`src/rtl/andeng_pkg.sv`:
```
package andeng_pkg;
  localparam int BYTE_W = 8;
  localparam int LEN_W  = 8;
  localparam int CC_W   = 2;

  typedef enum logic [2:0] {
    ST_IDLE,
    ST_RD_SRC,
    ST_RD_DST,
    ST_WR_DST,
    ST_DONE
  } andeng_state_e;
endpackage

```
`src/rtl/andeng_ctrl.sv`:
```
module andeng_ctrl
  import andeng_pkg::*;
(
  input  logic          clk_i,
  input  logic          rst_ni,
  input  logic          start_i,
  input  logic          imm_mode_i,
  input  logic          mem_ready_i,
  input  logic          last_i,
  output andeng_state_e state_o,
  output logic          launch_o,
  output logic          cap_src_o,
  output logic          cap_dst_o,
  output logic          store_ok_o,
  output logic          step_o
);
  andeng_state_e state_q, state_d;

  always_comb begin
    state_d    = state_q;
    launch_o   = 1'b0;
    cap_src_o  = 1'b0;
    cap_dst_o  = 1'b0;
    store_ok_o = 1'b0;
    step_o     = 1'b0;
    unique case (state_q)
      ST_IDLE: if (start_i) begin
        launch_o = 1'b1;
        state_d  = imm_mode_i ? ST_RD_DST : ST_RD_SRC;
      end
      ST_RD_SRC: if (mem_ready_i) begin
        cap_src_o = 1'b1;
        state_d   = ST_RD_DST;
      end
      ST_RD_DST: if (mem_ready_i) begin
        cap_dst_o = 1'b1;
        state_d   = ST_WR_DST;
      end
      ST_WR_DST: if (mem_ready_i) begin
        store_ok_o = 1'b1;
        if (last_i) state_d = ST_DONE;
        else begin
          step_o  = 1'b1;
          state_d = ST_RD_SRC;
        end
      end
      ST_DONE: state_d = ST_IDLE;
      default: state_d = ST_IDLE;
    endcase
  end

  always_ff @(posedge clk_i or negedge rst_ni) begin
    if (!rst_ni) state_q <= ST_IDLE;
    else         state_q <= state_d;
  end

  assign state_o = state_q;
endmodule

```
`src/rtl/andeng_ptr.sv`:
```
module andeng_ptr
  import andeng_pkg::*;
#(
  parameter int ADDR_W = 16
) (
  input  logic              clk_i,
  input  logic              rst_ni,
  input  logic              launch_i,
  input  logic              imm_mode_i,
  input  logic              step_i,
  input  logic [ADDR_W-1:0] dst_addr_i,
  input  logic [ADDR_W-1:0] src_addr_i,
  input  logic [LEN_W-1:0]  len_i,
  output logic [ADDR_W-1:0] dst_ptr_o,
  output logic [ADDR_W-1:0] src_ptr_o,
  output logic              last_o
);
  localparam logic [ADDR_W-1:0] ADDR_ONE = ADDR_W'(1);
  localparam logic [LEN_W-1:0]  LEN_ONE  = LEN_W'(1);

  logic [ADDR_W-1:0] dst_q, src_q;
  logic [LEN_W-1:0]  rem_q;

  always_ff @(posedge clk_i or negedge rst_ni) begin
    if (!rst_ni) begin
      dst_q <= '0;
      src_q <= '0;
      rem_q <= '0;
    end else if (launch_i) begin
      dst_q <= dst_addr_i;
      src_q <= src_addr_i;
      rem_q <= imm_mode_i ? '0 : len_i;
    end else if (step_i) begin
      dst_q <= dst_q + ADDR_ONE;
      src_q <= src_q + ADDR_ONE;
      rem_q <= rem_q - LEN_ONE;
    end
  end

  assign dst_ptr_o = dst_q;
  assign src_ptr_o = src_q;
  assign last_o    = (rem_q == '0);
endmodule

```
`src/rtl/andeng_data.sv`:
```
module andeng_data
  import andeng_pkg::*;
(
  input  logic              clk_i,
  input  logic              rst_ni,
  input  logic              launch_i,
  input  logic              imm_mode_i,
  input  logic [BYTE_W-1:0] imm_i,
  input  logic              cap_src_i,
  input  logic              cap_dst_i,
  input  logic              store_ok_i,
  input  logic [BYTE_W-1:0] rdata_i,
  output logic [BYTE_W-1:0] wdata_o,
  output logic              nz_o
);
  logic [BYTE_W-1:0] opnd_q, res_q;
  logic              nz_q;

  always_ff @(posedge clk_i or negedge rst_ni) begin
    if (!rst_ni) begin
      opnd_q <= '0;
      res_q  <= '0;
      nz_q   <= 1'b0;
    end else begin
      if (launch_i && imm_mode_i) opnd_q <= imm_i;
      else if (cap_src_i)         opnd_q <= rdata_i;
      if (cap_dst_i) res_q <= rdata_i & opnd_q;
      // sticky over the field, cleared per operation
      if (launch_i)        nz_q <= 1'b0;
      else if (store_ok_i) nz_q <= nz_q | (|res_q);
    end
  end

  assign wdata_o = res_q;
  assign nz_o    = nz_q;
endmodule

```
`src/rtl/bytewise_and_engine.sv`:
```
module bytewise_and_engine
  import andeng_pkg::*;
#(
  parameter int ADDR_W = 16
) (
  input  logic              clk_i,
  input  logic              rst_ni,
  input  logic              start_i,
  input  logic              imm_mode_i,
  input  logic [ADDR_W-1:0] dst_addr_i,
  input  logic [ADDR_W-1:0] src_addr_i,
  input  logic [7:0]        len_i,
  input  logic [7:0]        imm_i,
  output logic              busy_o,
  output logic              mem_req_o,
  output logic              mem_we_o,
  output logic [ADDR_W-1:0] mem_addr_o,
  output logic [7:0]        mem_wdata_o,
  input  logic [7:0]        mem_rdata_i,
  input  logic              mem_ready_i,
  output logic              done_o,
  output logic [1:0]        cc_o
);
  andeng_state_e     state;
  logic              launch, cap_src, cap_dst, store_ok, step, last, nz;
  logic [ADDR_W-1:0] dst_ptr, src_ptr;

  andeng_ctrl u_ctrl (
    .clk_i      (clk_i),
    .rst_ni     (rst_ni),
    .start_i    (start_i),
    .imm_mode_i (imm_mode_i),
    .mem_ready_i(mem_ready_i),
    .last_i     (last),
    .state_o    (state),
    .launch_o   (launch),
    .cap_src_o  (cap_src),
    .cap_dst_o  (cap_dst),
    .store_ok_o (store_ok),
    .step_o     (step)
  );

  andeng_ptr #(.ADDR_W(ADDR_W)) u_ptr (
    .clk_i      (clk_i),
    .rst_ni     (rst_ni),
    .launch_i   (launch),
    .imm_mode_i (imm_mode_i),
    .step_i     (step),
    .dst_addr_i (dst_addr_i),
    .src_addr_i (src_addr_i),
    .len_i      (len_i),
    .dst_ptr_o  (dst_ptr),
    .src_ptr_o  (src_ptr),
    .last_o     (last)
  );

  andeng_data u_data (
    .clk_i      (clk_i),
    .rst_ni     (rst_ni),
    .launch_i   (launch),
    .imm_mode_i (imm_mode_i),
    .imm_i      (imm_i),
    .cap_src_i  (cap_src),
    .cap_dst_i  (cap_dst),
    .store_ok_i (store_ok),
    .rdata_i    (mem_rdata_i),
    .wdata_o    (mem_wdata_o),
    .nz_o       (nz)
  );

  assign busy_o     = (state != ST_IDLE);
  assign mem_req_o  = (state == ST_RD_SRC) || (state == ST_RD_DST) || (state == ST_WR_DST);
  assign mem_we_o   = (state == ST_WR_DST);
  assign mem_addr_o = (state == ST_RD_SRC) ? src_ptr : dst_ptr;
  assign done_o     = (state == ST_DONE);
  assign cc_o       = {1'b0, nz};
endmodule

```
`config.mk`:
```
export PLATFORM = sky130hd
export DESIGN_NAME = bytewise_and_engine
export DESIGN_NICKNAME = d
export VERILOG_FILES = /design/src/rtl/andeng_pkg.sv /design/src/rtl/andeng_ctrl.sv /design/src/rtl/andeng_ptr.sv /design/src/rtl/andeng_data.sv /design/src/rtl/bytewise_and_engine.sv
export SDC_FILE = /design/constraint.sdc
export NUM_CORES = 1
export LEC_CHECK = 0
export BUFFER_PORTS_ARGS = -buffer_cell sky130_fd_sc_hd__buf_4
export CAP_MARGIN = 15
export CORE_MARGIN = 4
export CORE_UTILIZATION = 25
export DETAILED_ROUTE_END_ITERATION = 7
export PLACE_DENSITY = 0.54
export SYNTH_ARGS = -nofsm -noshare
export SYNTH_HDL_FRONTEND = slang
export SYNTH_SLANG_ARGS = --single-unit
```
`constraint.sdc`:
```
create_clock -name clk_i -period 1.95 [get_ports clk_i]
set_input_delay 0.39 -clock clk_i [delete_from_list [all_inputs] [get_ports clk_i]]
set_output_delay 0.39 -clock clk_i [all_outputs]
set_load 0.02 [all_outputs]
```
# == Yosys cells after proc, flatten, opt, wreduce, memory -nomap -nowiden ==
# Cells that the tools add are included.
# classes
eq_ne,8
add_sub_neg,3
bitwise,2
muxes,28
reduce_logical,11
# op_table
cell,count
$mux 16,5
$mux 8,5
$add 16x1->16 const B,2
$mux 3,5
$pmux 3 s4,1
$mux 1,11
$and 8x8->8,1
$logic_not 8->1,1
$reduce_or 8->1,1
$sub 8x1->8 const B,1
$eq 3x2->1 const B,2
$ne 2x2->1 const B,3
$reduce_bool 2->1,3
$reduce_and 4->1,1
$eq 3x1->1 const B,1
$eq 3x3->1 const B,1
$logic_not 3->1,1
$reduce_bool 3->1,1
$logic_or 1x1->1,2
$mux 2,1
$ne 2x1->1 const B,1
$logic_and 1x1->1,1
$or 1x1->1,1
# word_totals
reg_bits,60

# == Logic depth before layout (Yosys ltp) ==
# Gate-level depths: netlist of run 1.
# depth
depth_word,6
mapped_depth,9

# == By module ==
# A second synthesis of run 1 with hierarchy kept.
# hier_totals
cells_unflattened,368
hier_area_um2,3407.0
# by_module_without_submodules
mod,n_inst,area_each_um2,seq_area_each_um2,cells_each
andeng_ptr,1,2192.1,1001.0,245
andeng_data,1,738.2,425.4,75
bytewise_and_engine,1,265.3,0.0,26
andeng_ctrl,1,211.5,75.1,22

# == Least setup slack after synthesis of run 1 ==
# Ideal clock, no wire load.
# synth_path
path_kind,register -> register
from,register u_ptr.rem_q[0]
to,register u_ptr.dst_q[14] (netlist: u_ptr.dst_ptr_o[14])
arrival_time_ns,1.852
period_less_slack_ns,1.989
path_stages_with_launch,10
n_path_buf,2
required_time_ns,1.813
setup_slack_ns,-0.039
path_cell_list,dfrtp_1 > inv_1 > ha_1 > or3b_2 > o21ba_2 > buf_6 > buf_6 > nand4_1 > xor2_1 > a21oi_1
# synth_between
elab_chain_len,5
# synth_rtl
item,line_no,source
start: declaration,andeng_ptr.sv:22,logic [LEN_W-1:0] rem_q;
start signal: assignment,andeng_ptr.sv:32,rem_q <= imm_mode_i ? '0 : len_i;
start signal: assignment,andeng_ptr.sv:36,rem_q <= rem_q - LEN_ONE;
$logic_not 8->1,andeng_ptr.sv:42,assign last_o = (rem_q == '0);
$mux 1,andeng_ctrl.sv:41,if (last_i) state_d = ST_DONE;
$mux 1,andeng_ctrl.sv:39,ST_WR_DST: if (mem_ready_i) begin
$mux 1,andeng_ctrl.sv:26,unique case (state_q)
$reduce_bool 2->1 (no line),-,
end signal: assignment,andeng_ptr.sv:30,dst_q <= dst_addr_i;
end signal: assignment,andeng_ptr.sv:34,dst_q <= dst_q + ADDR_ONE;
end: declaration,andeng_ptr.sv:21,"logic [ADDR_W-1:0] dst_q, src_q;"
# Every way passes these cells.
# A chain may end at the register's enable or synchronous reset.

# == Worst setup path after layout of run 1 ==
# layout_path
from,register u_ctrl.state_q[0] (netlist: u_ctrl.state_o[0])
to,output mem_addr_o[14]
# layout_between
elab_chain_len,2
# layout_rtl
item,line_no,source
start: declaration,andeng_ctrl.sv:17,"andeng_state_e state_q, state_d;"
start signal: assignment,andeng_ctrl.sv:54,else state_q <= state_d;
$eq 3x1->1,bytewise_and_engine.sv:74,assign mem_addr_o = (state == ST_RD_SRC) ? src_ptr : dst_ptr;
$mux 16,bytewise_and_engine.sv:74,
end: declaration,bytewise_and_engine.sv:17,"output logic [ADDR_W-1:0] mem_addr_o,"
# Every way passes these cells.

==> results of run 1 <==
-- path summary, 6_finish.rpt --
path / slack [ns] / to / depth (start not counted) / startpoint
setup / recovery: -0.13 / mem_addr_o[14] / 6 / u_ctrl.state_o[0]
hold / removal: 0.27 / u_data.opnd_q[5] / 3 / imm_i[5]
setup reg to reg: -0.01 / u_ptr.src_ptr_o[9] / 8 / u_ptr.rem_q[0]
hold reg to reg: 0.52 / u_data.wdata_o[7] / 2 / u_data.wdata_o[7]
max in group asynchronous: 0.95 / u_ctrl.state_o[1] / 3 / rst_ni
min in group asynchronous: 0.47 / u_ptr.dst_ptr_o[7] / 2 / rst_ni
-- per-layer routing --
layer | up-vias | track usage | share of wire
li1 | 1579 | - | -
met1 | 1594 | 0.182 | 0.43
met3 | 11 | 0.0322 | 0.050
met5 | - | 0 | 0.0012
met4 | 2 | 0.0368 | 0.011
met2 | 95 | 0.226 | 0.50
-- layout make-up --
class                      instances  area, um^2
fill                            1314        7960
multi-input combinational        287        1990
sequential                        60        1500
timing repair buffer             137        1270
clock buffer                       9         225
tap                              176         220
clock inverter                     7        98.8
inverter                           6        22.5
-- cells in the mapped netlist, drive strengths merged (3+ instances only) --
| master | instances |
|---|---|
| a31oi | 3 |
| nand2 | 50 |
| nand3 | 26 |
| nor3 | 6 |
| nand4 | 10 |
| nor2b | 3 |
| o21ai | 35 |
| buf | 11 |
| mux2 | 16 |
| mux2i | 8 |
| a221o | 3 |
| xor2 | 19 |
| a21oi | 20 |
| ha | 4 |
| clkbuf | 11 |
| xnor2 | 9 |
| and2 | 7 |
| nor2 | 31 |
| inv | 6 |
| o311ai | 3 |
| nor4 | 4 |
| dfrtp | 60 |
| and3 | 7 |
-- repair_timing --
item | in CTS | in global routing
resized for setup | 46 | 51
buffers inserted | 9 | 6
cloned | 3 | 4
hold endpoints to repair | 13 | 0
setup endpoints to repair | 30 | 51
pin swaps | 4 | 35
hold buffers | 1 | 0
-- power by group through the flow --
stage | registers, mW | logic (mW) | clock network (mW)
global route | 2.52 | 4.60 | 1.83
detailed placement | 2.37 | 3.27 | 0
floorplan | 2.29 | 2.01 | 0
global placement | 2.35 | 3.23 | 0
CTS | 2.37 | 3.98 | 1.76
finish | 2.42 | 4.27 | 1.73
-- cell families (layout without fill, tap and decap cells) --
logic type | Yosys count | count (layout) | share of synthesized area
other | 1 | 1 | 0.00110
adder cells (fa/ha/maj) | 4 | 4 | 0.0147
flip-flops | 60 | 60 | 0.441
buffers and inverters | 28 | 159 | 0.0419
multiplexers | 24 | 24 | 0.0765
AND/OR/NAND/NOR | 154 | 154 | 0.220
XOR/XNOR | 28 | 28 | 0.0721
AO/OA/AOI/OAI | 76 | 76 | 0.133
-- critical path: stages, from the launching register on --
cell and delay (ns):
dfrtp_2 0.38, inv_2 0.05, nor3_4 0.20, buf_6 0.16, buf_12 0.13, mux2_4 0.31, buf_6 0.13
-- layout by cell type (no fill, tap or decap), types with 3 or more instances in the layout --
master	n
dfrtp_1	58
nor2_1	27
o21ai_1	15
ha_1	3
mux2i_1	8
o21ai_0	19
a21oi_1	19
inv_1	3
nand4_1	10
buf_12	5
a221o_1	3
xor2_1	18
xnor2_1	7
mux2_4	16
clkbuf_16	13
inv_2	3
nor2b_1	3
buf_4	102
buf_6	24
nor2_4	3
and2_1	6
and3_1	7
nand3_1	23
nor3_4	4
nand2_1	49
a31oi_1	3
-- sequential cells by signal, indices dropped and copies added, names as in the netlist --
signal / cells
u_data.wdata_o: 8
u_ptr.src_ptr_o: 16
u_data.opnd_q: 8
u_ctrl.state_o: 3
u_ptr.dst_ptr_o: 16
u_data.nz_o: 1
u_ptr.rem_q: 8
-- per-stage QoR --
| stage | instance area [um^2] | instances | utilization | power, mW |
|---|---|---|---|---|
| floorplan | 3410 | 375 | - | 4.30 |
| global placement | 4440 | 644 | 0.334 | 5.58 |
| detailed placement | 4440 | 644 | 0.334 | 5.65 |
| CTS | 5070 | 673 | 0.381 | 8.11 |
| global route | 5340 | 682 | 0.401 | 8.95 |
| finish | 5340 | 682 | 0.401 | 8.42 |
==> flow_metrics.env, run 1 <==
export IMPL_outcome="finished with violations"
export IMPL_failed_checks="negative setup slack"
export IMPL_p_sw_mw=3.21
export IMPL_hp_class="primary input to flip-flop"
export IMPL_holdWs_ns=0.266
export IMPL_ir_worst_vdd_v=0.000819
export IMPL_cap_violations=0
export IMPL_synth_cell_types=45
export IMPL_numCtsBuffers=9
export IMPL_rsz0062_at_grt="yes"
export IMPL_rows=42
export IMPL_viasPerCell=4.81
export IMPL_port_buffers=89
export IMPL_fin_crit_sh=1.07
export IMPL_power_frac_comb=0.507
export IMPL_synth_top_area_share=0.441
export IMPL_die_h_um=125
export IMPL_p_per_area_nw_per_um2=1580
export IMPL_synth_edf_count=0
export IMPL_drc=0
export IMPL_syn_inst=375
export IMPL_clockBufferDepth=2
export IMPL_cts_root_buf="clkbuf_16"
export IMPL_finalWirelength_mm=11.2
export IMPL_grt_antenna_before_repair=1
export IMPL_synth_area_um2=3400
export IMPL_cts_tree="built"
export IMPL_clk_latency_ns=0.33
export IMPL_clock_power_share=0.205
export IMPL_diodes=0
export IMPL_setup_violations=17
export IMPL_worstPathMaxFanout=5
export IMPL_ios=91
export IMPL_skew_ns=0.0118
export IMPL_grt_overflow=0
export IMPL_core_area_um2=13300
export IMPL_grt_pass1_vias=3292
export IMPL_yosysSeqAreaShare=0.441
export IMPL_fmax_mhz=481
export IMPL_ant_nets=0
export IMPL_ys_seq_elements=60
export IMPL_crit_arrival_ns=1.69
export IMPL_drive_gt1_frac=0.399
export IMPL_clkTransAtPathRegs_ns=0.06
export IMPL_ys_warn_count=0
export IMPL_cts_sinks=60
export IMPL_grt_pass1_wl_mm=17.2
export IMPL_p_leak_nw=2.31
export IMPL_grt_max_degree=48
export IMPL_dpl_hpwl_mm=7.46
export IMPL_vias=3281
export IMPL_p_int_mw=5.20
export IMPL_period_minus_slack_ns=2.08
export IMPL_drt_iter0_markers=167
export IMPL_cts_htree_levels=3
export IMPL_gp_congestion=0.793
export IMPL_syn_area_per_cell_um2=9.07
export IMPL_start_kind="flip-flop"
export IMPL_firstDrtPassIters=4
export IMPL_path_class="flip-flop to output pin"
export IMPL_routedWlPerCell_um=16.4
export IMPL_die_area_um2=15500
export IMPL_ys_async_sr_fraction=1.00
export IMPL_finalMaxSlewViolations=0
export IMPL_p_sw_frac=0.382
export IMPL_required_ns=1.56
export IMPL_synth_area_top_cells="dfrtp_1 (44%), nand2_1 (5.5%), mux2_2 (5.3%)"
export IMPL_seq_power_share=0.288
export IMPL_tns_ns=-1.62
export IMPL_syn_to_final_growth_pct=56.8
export IMPL_dieWidth_um=125
export IMPL_synth_top_area_cell="dfrtp_1"
export IMPL_fin_ws_ns=-0.131
export IMPL_synthFlopType="dfrtp_1"
export IMPL_critPathCaptureType="output pin"
export IMPL_initial_utilization=0.256
export IMPL_synth_fp_nets=440
export IMPL_final_net_count=566
export IMPL_grt_usage=0.138
export IMPL_dp_slack_ns=-0.0654
export IMPL_hold_viol=0
(Power assumes the default switching activity.)
==> run 2: changes to the inputs <==
--- a/config.mk
+++ b/config.mk
@@ -8,9 +8,9 @@
 export BUFFER_PORTS_ARGS = -buffer_cell sky130_fd_sc_hd__buf_4
 export CAP_MARGIN = 15
 export CORE_MARGIN = 4
-export CORE_UTILIZATION = 25
+export CORE_UTILIZATION = 30
 export DETAILED_ROUTE_END_ITERATION = 7
-export PLACE_DENSITY = 0.54
+export PLACE_DENSITY = 0.61
 export SYNTH_ARGS = -nofsm -noshare
 export SYNTH_HDL_FRONTEND = slang
 export SYNTH_SLANG_ARGS = --single-unit
==> flow_metrics.env, run 2 (synthesis results as in run 1) <==
export IMPL_grt_usage=0.157
export IMPL_ant_nets=0
export IMPL_routedWlPerCell_um=16.6
export IMPL_drive_gt1_frac=0.384
export IMPL_failed_checks="negative setup slack"
export IMPL_cts_tree="built"
export IMPL_grt_pass1_vias=3176
export IMPL_slowest_stage="dfrtp_2"
export IMPL_worstMarginPinSlew_ns=0.795
export IMPL_drc=0
export IMPL_cts_sinks=60
export IMPL_dpl_hpwl_mm=7.08
export IMPL_syn_to_final_growth_pct=51.0
export IMPL_hold_viol=0
export IMPL_firstDrtPassIters=4
export IMPL_clkTransAtPathRegs_ns=0.05
export IMPL_vias=3177
export IMPL_numCtsBuffers=9
export IMPL_cpLargestDelayFamily="buffers and inverters"
export IMPL_grt_max_degree=61
export IMPL_path_class="flip-flop to output pin"
export IMPL_grt_antenna_before_repair=0
export IMPL_skew_ns=0.00818
export IMPL_ios=91
export IMPL_clockBufferDepth=2
export IMPL_drt_iter0_markers=144
export IMPL_gp_congestion=0.828
export IMPL_crit_arrival_ns=1.73
export IMPL_setup_violations=16
export IMPL_required_ns=1.56
export IMPL_finalMaxSlewViolations=0
export IMPL_final_net_count=557
export IMPL_outcome="finished with violations"
export IMPL_p_leak_nw=2.23
export IMPL_ir_worst_vdd_v=0.000948
export IMPL_layout_commonest_cell="buf_4"
export IMPL_final_cell_mix="buf_4 (94), dfrtp_1 (57), nand2_1 (48)"
export IMPL_cts_root_buf="clkbuf_16"
export IMPL_grt_overflow=0
export IMPL_clk_latency_ns=0.33
export IMPL_holdWs_ns=0.143
export IMPL_crit_chain="inv_2 -> nor3_4 -> buf_12 -> clkbuf_16 -> mux2_4 -> buf_6"
export IMPL_dieWidth_um=114
export IMPL_cts_htree_levels=3
export IMPL_cp_num_buf_inv=4
export IMPL_initial_utilization=0.310
export IMPL_fmax_mhz=472
export IMPL_die_area_um2=13100
export IMPL_slew_headroom=0.470
export IMPL_critPathCaptureType="output pin"
export IMPL_crit_path_start="u_ctrl.state_o[0]"
export IMPL_rows=38
export IMPL_total_power_mw=8.14
export IMPL_rsz0062_at_grt="yes"
export IMPL_hp_class="primary input to async pin"
export IMPL_critical_path_max_stage_delay_ns=0.38
export IMPL_period_minus_slack_ns=2.12
export IMPL_viasPerCell=4.99
export IMPL_grt_pass1_wl_mm=16.1
export IMPL_hold_buffers=0
export IMPL_finalWirelength_mm=10.6
export IMPL_fin_crit_sh=1.09
export IMPL_p_per_area_nw_per_um2=1580
export IMPL_worstPathMaxFanout=4
export IMPL_core_area_um2=11000
export IMPL_start_kind="flip-flop"
export IMPL_die_h_um=114
export IMPL_cap_violations=0
export IMPL_port_buffers=89
export IMPL_r2r_start="u_ptr.rem_q[1]"
export IMPL_fin_ws_ns=-0.167
export IMPL_diodes=0
[run 2: cell count changes in the layout (fill, tap and decap cells not counted), moves of 2 or more]
| cell | change |
|---|---|
| nor2_4 | -3 |
| nor3_4 | -2 |
| buf_4 | -8 |
| xnor2_1 | +2 |
| o21ai_1 | -3 |
| xnor2_2 | -2 |
| nor2_1 | +2 |
| o21ai_0 | +3 |
| nor4_2 | -2 |
[run 2: final cells by class]
class / count / area [um^2]
tap: 140 / 175
inverter: 6 / 22.5
clock buffer: 10 / 239
clock inverter: 6 / 63.8
fill: 1070 / 5850
timing repair buffer: 128 / 1200
sequential: 60 / 1510
multi-input combinational: 287 / 1930
[run 2: repair_timing]
item | CTS | global route
gates cloned | 1 | 3
setup buffers | 4 | 7
gates resized for setup | 30 | 55
pin swaps | 2 | 22
endpoints found under the setup margin | 17 | 43
[run 2: final timing paths]
| path | to | slack (ns) | depth (start not counted) |
|---|---|---|---|
| worst min register to register | u_data.wdata_o[2] | 0.52 | 2 |
| worst max-delay path | mem_addr_o[0] | -0.17 | 6 |
| worst min-delay path | u_ptr.dst_ptr_o[7] | 0.14 | 1 |
| worst max register to register | u_ptr.dst_ptr_o[9] | 0.01 | 8 |
| max in group asynchronous | u_ctrl.state_o[0] | 1.23 | 1 |
| min in group clk_i | u_ptr.dst_ptr_o[8] | 0.27 | 3 |
[run 2: metrics by stage]
stage,setup TNS (ns),setup WS [ns],utilization,cell area (um^2),cells
2_1_floorplan,0,0.0556,-,3410,375
3_3_place_gp,0,0.0496,0.398,4380,606
3_5_place_dp,-0.0189,-0.00963,0.398,4380,606
4_1_cts,-2.52,-0.203,0.442,4860,627
5_1_grt,-3.56,-0.214,0.468,5140,637
6_report,-2.27,-0.167,0.468,5140,637
[run 2: routing by layer]
| metal | wire length (um) | global-route usage | up-vias |
|---|---|---|---|
| met2 | 5360 | 0.256 | 80 |
| met1 | 4620 | 0.209 | 1532 |
| li1 | - | - | 1559 |
| met4 | 102 | 0.0499 | 0 |
| met5 | 0 | 0 | - |
| met3 | 515 | 0.0307 | 6 |
[run 2: power breakdown]
part / total (mW) / switching, mW / internal, mW
Sequential: 2.40 / 0.592 / 1.81
Clock: 1.61 / 0.586 / 1.02
Combinational: 4.13 / 1.94 / 2.19
Total: 8.14 / 3.12 / 5.02
